--- src/rtl/xpt_pkg.sv ---
package xpt_pkg;

    typedef enum logic {
        ST_UNDEF = 1'b0,
        ST_READY = 1'b1
    } xpt_state_e;

endpackage

--- src/rtl/xpt_word_decode.sv ---
module xpt_word_decode #(
    parameter int N_IN   = 8,
    parameter int N_OUT  = 6,
    parameter int WORD_W = 16
) (
    input  logic                         wr_en,
    input  logic [WORD_W-1:0]            wr_data,
    output logic [$clog2(N_IN)-1:0]      in_idx,
    output logic                         en_bit,
    output logic                         clamp_bit,
    output logic                         hit,
    output logic                         bad,
    output logic [N_OUT-1:0]             hit_onehot
);

    localparam int OIW     = $clog2(N_OUT);
    localparam int IIW     = $clog2(N_IN);
    localparam int FLD_END = OIW + IIW + 2;

    logic [OIW-1:0] out_idx;
    logic           unused_rsvd;

    assign out_idx     = wr_data[OIW-1:0];
    assign in_idx      = wr_data[OIW +: IIW];
    assign en_bit      = wr_data[OIW + IIW];
    assign clamp_bit   = wr_data[OIW + IIW + 1];
    assign unused_rsvd = ^wr_data[WORD_W-1:FLD_END];

    always_comb begin
        bad = wr_en && ((int'(out_idx) >= N_OUT) || (int'(in_idx) >= N_IN));
        hit = wr_en && !bad;
    end

    genvar k;
    generate
        for (k = 0; k < N_OUT; k++) begin : g_hit
            assign hit_onehot[k] = hit && (out_idx == OIW'(k));
        end
    endgenerate

endmodule

--- src/rtl/xpt_route_bank.sv ---
module xpt_route_bank #(
    parameter int N_IN  = 8,
    parameter int N_OUT = 6
) (
    input  logic                          clk,
    input  logic                          rst_n,
    input  logic [N_OUT-1:0]              hit_onehot,
    input  logic [$clog2(N_IN)-1:0]       in_idx,
    input  logic                          en_bit,
    output logic [N_OUT*$clog2(N_IN)-1:0] out_sel,
    output logic [N_OUT-1:0]              route_en
);

    localparam int IIW = $clog2(N_IN);

    genvar k;
    generate
        for (k = 0; k < N_OUT; k++) begin : g_out
            always_ff @(posedge clk) begin
                if (!rst_n) begin
                    out_sel[k*IIW +: IIW] <= '0;
                    route_en[k]           <= 1'b0;
                end else if (hit_onehot[k]) begin
                    out_sel[k*IIW +: IIW] <= in_idx;
                    route_en[k]           <= en_bit;
                end
            end
        end
    endgenerate

endmodule

--- src/rtl/xpt_clamp_bank.sv ---
module xpt_clamp_bank #(
    parameter int N_IN = 8
) (
    input  logic                    clk,
    input  logic                    rst_n,
    input  logic                    hit,
    input  logic [$clog2(N_IN)-1:0] in_idx,
    input  logic                    clamp_bit,
    output logic [N_IN-1:0]         clamp_off
);

    localparam int IIW = $clog2(N_IN);

    genvar i;
    generate
        for (i = 0; i < N_IN; i++) begin : g_in
            always_ff @(posedge clk) begin
                if (!rst_n) begin
                    clamp_off[i] <= 1'b0;
                end else if (hit && (in_idx == IIW'(i))) begin
                    clamp_off[i] <= clamp_bit;
                end
            end
        end
    endgenerate

endmodule

--- src/rtl/xpt_route_ctrl.sv ---
module xpt_route_ctrl
    import xpt_pkg::*;
#(
    parameter int N_IN   = 8,
    parameter int N_OUT  = 6,
    parameter int WORD_W = 16
) (
    input  logic                          clk,
    input  logic                          rst_n,
    input  logic                          wr_en,
    input  logic [WORD_W-1:0]             wr_data,
    output logic [N_OUT*$clog2(N_IN)-1:0] out_sel,
    output logic [N_OUT-1:0]              out_en,
    output logic [N_IN-1:0]               clamp_off,
    output logic                          config_valid,
    output logic                          cmd_err
);

    localparam int IIW = $clog2(N_IN);

    xpt_state_e         state_q, state_d;
    logic [N_OUT-1:0]   written_q;
    logic [N_OUT-1:0]   hit_onehot;
    logic [N_OUT-1:0]   route_en;
    logic [IIW-1:0]     in_idx;
    logic               en_bit, clamp_bit, hit, bad;

    xpt_word_decode #(.N_IN(N_IN), .N_OUT(N_OUT), .WORD_W(WORD_W)) u_dec (
        .wr_en      (wr_en),
        .wr_data    (wr_data),
        .in_idx     (in_idx),
        .en_bit     (en_bit),
        .clamp_bit  (clamp_bit),
        .hit        (hit),
        .bad        (bad),
        .hit_onehot (hit_onehot)
    );

    xpt_route_bank #(.N_IN(N_IN), .N_OUT(N_OUT)) u_route (
        .clk        (clk),
        .rst_n      (rst_n),
        .hit_onehot (hit_onehot),
        .in_idx     (in_idx),
        .en_bit     (en_bit),
        .out_sel    (out_sel),
        .route_en   (route_en)
    );

    xpt_clamp_bank #(.N_IN(N_IN)) u_clamp (
        .clk        (clk),
        .rst_n      (rst_n),
        .hit        (hit),
        .in_idx     (in_idx),
        .clamp_bit  (clamp_bit),
        .clamp_off  (clamp_off)
    );

    // State register with coverage tracking and error pulse
    always_ff @(posedge clk) begin
        if (!rst_n) begin
            state_q   <= ST_UNDEF;
            written_q <= '0;
            cmd_err   <= 1'b0;
        end else begin
            state_q <= state_d;
            cmd_err <= bad;
            if (state_q == ST_UNDEF) begin
                written_q <= written_q | hit_onehot;
            end
        end
    end

    // Next state: UNDEF_TO_READY on full coverage, READY_HOLD afterwards
    always_comb begin
        state_d = state_q;
        unique case (state_q)
            ST_UNDEF: if ((written_q | hit_onehot) == {N_OUT{1'b1}}) state_d = ST_READY;
            ST_READY: state_d = ST_READY;
        endcase
    end

    // Outputs
    always_comb begin
        config_valid = (state_q == ST_READY);
        out_en       = config_valid ? route_en : '0;
    end

endmodule

--- config.mk ---
export PLATFORM = sky130hd
export DESIGN_NAME = xpt_route_ctrl
export DESIGN_NICKNAME = d
export VERILOG_FILES = /design/src/rtl/xpt_pkg.sv /design/src/rtl/xpt_word_decode.sv /design/src/rtl/xpt_route_bank.sv /design/src/rtl/xpt_clamp_bank.sv /design/src/rtl/xpt_route_ctrl.sv
export SDC_FILE = /design/constraint.sdc
export NUM_CORES = 1
export LEC_CHECK = 0
export BUFFER_PORTS_ARGS = -buffer_cell sky130_fd_sc_hd__buf_2
export CELL_PAD_IN_SITES_DETAIL_PLACEMENT = 1
export CELL_PAD_IN_SITES_GLOBAL_PLACEMENT = 2
export CORE_UTILIZATION = 30
export CTS_CLUSTER_SIZE = 25
export DETAILED_ROUTE_END_ITERATION = 12
export PLACE_DENSITY = 0.72
export SLEW_MARGIN = 0
export SYNTH_ARGS = -nofsm -noshare
export SYNTH_HDL_FRONTEND = slang
export SYNTH_SLANG_ARGS = --single-unit
export TNS_END_PERCENT = 30
--- constraint.sdc ---
create_clock -name clk -period 1.4 [get_ports clk]
set_input_delay 0.28 -clock clk [delete_from_list [all_inputs] [get_ports clk]]
set_output_delay 0.28 -clock clk [all_outputs]
set_load 0.02 [all_outputs]
==> flow_summary.json, run 1 <==
{
  "outcome": "complete, no violations",
  "stdcell_count": 296,
  "rr_endpoint": "config_valid$_SDFF_PN0_",
  "drv_slew": 0,
  "finClkSkew_ns": 0.00224,
  "postCtsSetupBuffers": 0,
  "ys_ff_latch": 40,
  "reg2reg_from": "written_q[3]$_SDFFE_PN0N_",
  "core_area_um2": 5640,
  "ys_warn_count": 0,
  "die_x_um": 79.5,
  "rows": 27,
  "crit_start": "config_valid$_SDFF_PN0_",
  "path_clk_slew_ns": 0.08,
  "top_usage_layer": "met2",
  "synth_area_per_cell_um2": 10.7,
  "synth_nets": 188,
  "hold_viol_final": 0,
  "dp.cells": 288,
  "period_minus_slack_ns": 1.29,
  "cts-buffers-inserted": 5,
  "initial_utilization": 0.320,
  "power.leakage_nw": 1.02,
  "detail-route-antenna-nets": 0,
  "syn_inst": 169,
  "wire_per_inst_um": 15.0,
  "worst_slack_ns": 0.106,
  "drtIter0Drc": 55,
  "async_flop_share": 0,
  "yosysMostFrequentCell": "dfxtp_1",
  "seq_area_um2": 805,
  "cp-start-kind": "register",
  "relSlewSlack": 0.705,
  "numClockSinks": 40,
  "hold_path_class": "in -> reg",
  "grt_use_met3": 0.0343,
  "yosys.area.top_type": "dfxtp_1",
  "regToRegSetupSlack_ns": 0.38,
  "final_core_util": 0.407,
  "cp_data_required_time_ns": 1.12,
  "max_freq_ghz": 0.773,
  "place_area_um2": 2180,
  "htree_levels": 2,
  "place_ws_ns": -0.124,
  "gp_congestion": 0.777,
  "ys_seq_area_frac": 0.444,
  "first_pass_iters": 4,
  "totalWireLength_um": 4450,
  "maxCapViolCount": 0,
  "synthesis.area_um2": 1800,
  "rsz0062_at_grt": "false",
  "synthFlopType": "dfxtp_1",
  "die_height_um": 79.5,
  "p_per_area_nw_per_um2": 1040,
  "fill_cells": 651,
  "clock_tree.buffer_depth": 2,
  "antenna-diode-count": 0,
  "synth_common_cells": "dfxtp_1 (40), nor2b_1 (34), mux2i_1 (32), and2_1 (7), clkbuf_1 (7)",
  "gr-total-overflow": 0,
  "portBuffers": 44,
  "multiInputGateArea_um2": 912,
  "dp_hpwl_um": 3280,
  "synth.area.top_cells": "dfxtp_1 (44%), mux2i_1 (18%), nor2b_1 (12%)",
  "viasPerCell": 4.72,
  "cts_tree": "done",
  "grt.total_usage": 0.153,
  "drive_gt1_frac": 0.353,
  "cp-end-kind": "primary output",
  "grt_pass1_vias": 1423,
  "setup_viol": 0,
  "worstMarginPinSlew_ns": 0.437,
  "yosysTopAreaCellShare": 0.444,
  "vias": 1397,
  "cts_root_buffer": "clkbuf_8",
  "synth_edf_count": 0,
  "ir_drop_mv": 0.446,
  "nets": 242,
  "synthDistinctLibCells": 32,
  "reg2reg_depth": 4,
  "fin_area_um2": 2300,
  "antenna_found_initial": 0,
  "grt_pass1_wl_um": 7290,
  "critPathKind": "reg -> out",
  "use_met1": 0.194,
  "die-area_um2": 6320,
  "io_pins": 53,
  "area_delta_synth_final_pct": 27.4,
  "drc_errors": 0,
  "cp_max_fo": 14,
  "crit_end": "out_en[4]",
  "worstPathArrival_ns": 1.01,
  "global_route.usage.met2": 0.262,
  "hold_ws_ns": 0.342,
  "grt_max_degree": 27,
  "clk_latency_ns": 0.29,
  "timing.final.crit_share": 0.924
}
repair_timing:
item / CTS / global route
cloned: 0 / 0
setup endpoints to repair: 7 / 6
gates resized for setup: 1 / 1
hold buffers: 0 / 0
cell families (layout without fill, tap and decap cells):
kind of cell,Yosys count,count (layout),share of synthesized area
mux,32,32,0.178
simple gates,66,66,0.268
flops,40,40,0.444
buf+inv,17,72,0.0500
compound gates,14,14,0.0604
flip-flops by register name (all words and copies together) (netlist names):
name / count
u_route.out_sel: 18
u_clamp.clamp_off: 8
u_route.route_en: 6
written_q: 6
cmd_err: 1
config_valid: 1
critical path, cell delays in order (launching register included):
cell and delay (ns):
dfxtp_4 0.43, and2_1 0.14, buf_2 0.16
cells in the final DEF (no fill, tap or decap), types with 3 or more instances in the layout:
cell      netlist  routed
clkbuf_8        0       5
o21a_1          6       6
dfxtp_1        40      39
nand4b_1        3       3
mux2i_1        32      32
and2_1          7       7
buf_4           4      17
nor2b_1        34      34
nor2_1          3       3
buf_2           3      44
a21boi_1        3       3
cell type report:
cell class	instances	area share
Inverter	2	0.00327
Timing Repair Buffer	62	0.160
Tap cell	72	0.0392
Clock inverter	3	0.0202
Sequential cell	40	0.350
Clock buffer	5	0.0300
Multi-Input combinational cell	112	0.397
routing by layer:
layer | part of all wire | wire length [um]
met3 | 0.026 | 118
met2 | 0.51 | 2290
met5 | 0 | 0
met1 | 0.45 | 2000
met4 | 0.0090 | 40
worst min path at each step:
| stage | startpoint | endpoint | slack, ns | cells after the start |
|---|---|---|---|---|
| 4_1_cts | wr_data[6] | u_route.route_en[4]$_SDFFE_PN0P_ | 0.34 | 3 |
| 3_3_place_gp | written_q[2]$_SDFFE_PN0N_ | written_q[2]$_SDFFE_PN0N_ | 0.45 | 1 |
| 3_5_place_dp | written_q[2]$_SDFFE_PN0N_ | written_q[2]$_SDFFE_PN0N_ | 0.45 | 1 |
| 5_1_grt | wr_data[6] | u_route.route_en[4]$_SDFFE_PN0P_ | 0.37 | 3 |
| 2_1_floorplan | written_q[2]$_SDFFE_PN0N_ | written_q[2]$_SDFFE_PN0N_ | 0.43 | 1 |
| 6_report | wr_data[6] | u_route.route_en[0]$_SDFFE_PN0P_ | 0.34 | 3 |
metrics by stage:
stage / TNS (ns) / power [mW]
6_report: 0 / 2.38
2_1_floorplan: 0 / 1.36
5_1_grt: 0 / 2.48
4_1_cts: 0 / 2.43
3_3_place_gp: -0.496 / 1.44
3_5_place_dp: -0.818 / 1.45
where the power goes:
group          leakage [nW]  internal [mW]  switching (mW)
combinational         0.643          0.112           0.137
clock                0.0548          0.537           0.423
sequential            0.325           1.16          0.0130
Power figures use the tool's default switching activity.
==> run 2: changes to the inputs <==
--- a/config.mk
+++ b/config.mk
@@ -8,6 +8,7 @@
 export BUFFER_PORTS_ARGS = -buffer_cell sky130_fd_sc_hd__buf_2
 export CELL_PAD_IN_SITES_DETAIL_PLACEMENT = 1
 export CELL_PAD_IN_SITES_GLOBAL_PLACEMENT = 2
+export CORE_MARGIN = 5
 export CORE_UTILIZATION = 30
 export CTS_CLUSTER_SIZE = 25
 export DETAILED_ROUTE_END_ITERATION = 12
==> run 2 against run 1 <==
- fmax down 0.83%
- die area up 21%
- via count down 1.9%
- clock-buffer cell count unchanged
- sequential share of layout area down 0.18 points
- wire length down 1.6%
- total power down 0.88%
- clock power down 2%
- worst setup slack worse by 0.011 ns
- non-clock buffer count up 1
- cell area up 0.22%
- critical path type unchanged
- largest power group unchanged
==> flow_summary.json, run 2 (synthesis gave the netlist of run 1 again) <==
{
  "hold_viol_final": 0,
  "drc_errors": 0,
  "top_register": "u_route.out_sel",
  "die_x_um": 87.5,
  "gp_congestion": 0.736,
  "final_cell_mix": "buf_2 (44), dfxtp_1 (39), nor2b_1 (34)",
  "relSlewSlack": 0.777,
  "setup-tns-final_ns": 0,
  "rr_endpoint": "config_valid$_SDFF_PN0_",
  "grt.total_usage": 0.123,
  "drtIter0Drc": 34,
  "cp_data_required_time_ns": 1.12,
  "reg2reg_depth": 4,
  "reg2reg_from": "written_q[3]$_SDFFE_PN0N_",
  "hold_path_depth": 2,
  "wire_per_inst_um": 14.6,
  "seq_area_um2": 802,
  "final_core_util": 0.391,
  "area_delta_synth_final_pct": 27.7,
  "cp-start-kind": "register",
  "maxCapViolCount": 0,
  "power.leakage_nw": 1.02,
  "fin_area_um2": 2300,
  "largestRegisters": "u_route.out_sel (18), u_clamp.clamp_off (8)",
  "worstPathArrival_ns": 1.03,
  "die_height_um": 87.5,
  "viasPerCell": 4.57,
  "portBuffers": 44,
  "nets": 243,
  "rows": 28,
  "core_area_um2": 5890,
  "cts_root_buffer": "clkbuf_8",
  "setup_viol": 0,
  "largest_register_ffs": 18,
  "place_area_um2": 2190,
  "p_per_area_nw_per_um2": 1030,
  "finClkSkew_ns": 0.00182,
  "fill_cells": 698,
  "hold_path_class": "in -> reg",
  "regToRegSetupSlack_ns": 0.42,
  "grt_pass1_vias": 1439,
  "ir_drop_mv": 0.547,
  "cp-end-kind": "primary output",
  "detail-route-antenna-nets": 0,
  "cts_tree": "done",
  "grt_pass1_wl_um": 7270,
  "worstMarginPinSlew_ns": 0.334,
  "drv_slew": 0,
  "htree_levels": 2,
  "gr-total-overflow": 0,
  "hold_buffers": 0,
  "grt_max_degree": 15,
  "first_pass_iters": 4,
  "timing.final.crit_share": 0.932,
  "rsz0062_at_grt": "false",
  "initial_utilization": 0.306,
  "numClockSinks": 40,
  "multiInputGateArea_um2": 912,
  "critPathKind": "reg -> out",
  "clock_tree.buffer_depth": 2,
  "antenna_found_initial": 0,
  "dp_hpwl_um": 3300,
  "min_to": "written_q[5]$_SDFFE_PN0N_",
  "cp_max_fo": 10,
  "drive_gt1_frac": 0.356,
  "clk_latency_ns": 0.29,
  "totalWireLength_um": 4380,
  "cts-buffers-inserted": 5,
  "antenna-diode-count": 0,
  "path_clk_slew_ns": 0.08,
  "final_common_cell": "buf_2",
  "outcome": "complete, no violations",
  "period_minus_slack_ns": 1.31,
  "min_from": "rst_n",
  "max_freq_ghz": 0.766,
  "io_pins": 53,
  "vias": 1370,
  "die-area_um2": 7660
}
## run 2: cell types whose count changed in the layout (fill, tap and decap cells not counted)
cell      previous run  this run
clkinv_2             0         1
dfxtp_2              0         1
inv_6                1         0
buf_4               17        18
dfxtp_4              1         0
## run 2: final cells by class
class                   instances  area share
clock buffers                   5      0.0299
multi-input cells             112       0.396
inverters                       2     0.00326
clock inverters                 3      0.0185
flip-flops and latches         40       0.348
repair buffers                 63       0.163
well taps                      75      0.0408
## run 2: how the worst max path moves through the flow
stage,from,endpoint,slack (ns),depth (start not counted)
final,config_valid$_SDFF_PN0_,out_en[4],0.09,2
after global routing,config_valid$_SDFF_PN0_,out_en[0],0.02,2
after CTS,config_valid$_SDFF_PN0_,out_en[4],0.06,2
after detailed placement,wr_data[2],u_route.route_en[1]$_SDFFE_PN0P_,-0.03,6
after global placement,wr_data[2],u_route.out_sel[5]$_SDFFE_PN0P_,-0.03,6
after floorplan,wr_data[1],u_clamp.clamp_off[2]$_SDFFE_PN0P_,0.12,5
## run 2: where the power goes
group | leakage (nW) | internal [mW] | total (mW) | switching [mW]
Sequential | 0.324 | 1.16 | 1.18 | 0.0129
Combinational | 0.645 | 0.110 | 0.244 | 0.134
Clock | 0.0541 | 0.528 | 0.943 | 0.415
Total | 1.02 | 1.80 | 2.36 | 0.562
## run 2: timing repair
item	4_1_cts	5_1_grt
resized for setup	1	0
setup endpoints to repair	6	0
setup buffers	0	0
## run 2: critical path: stages (launching register included)
cell     delay [ns]
dfxtp_2        0.42
and2_1         0.16
buf_2          0.16
## run 2: per-stage QoR
step                total power [mW]  hold WS (ns)  cells  setup WS, ns
finish                          2.36         0.323    300        0.0950
global route                    2.48         0.327    300        0.0181
CTS                             2.40         0.311    300        0.0621
detailed placement              1.45         0.459    292       -0.0297
global placement                1.45         0.445    292       -0.0270
floorplan                       1.36         0.434    169         0.120
## run 2: per-layer routing
layer | share of wire | wire (um) | track usage | vias up
li1 | - | - | - | 678
met1 | 0.48 | 2110 | 0.165 | 663
met2 | 0.47 | 2050 | 0.195 | 22
met3 | 0.037 | 160 | 0.0274 | 7
met4 | 0.015 | 64 | 0.0460 | 0
met5 | 0 | 0 | 0 | -
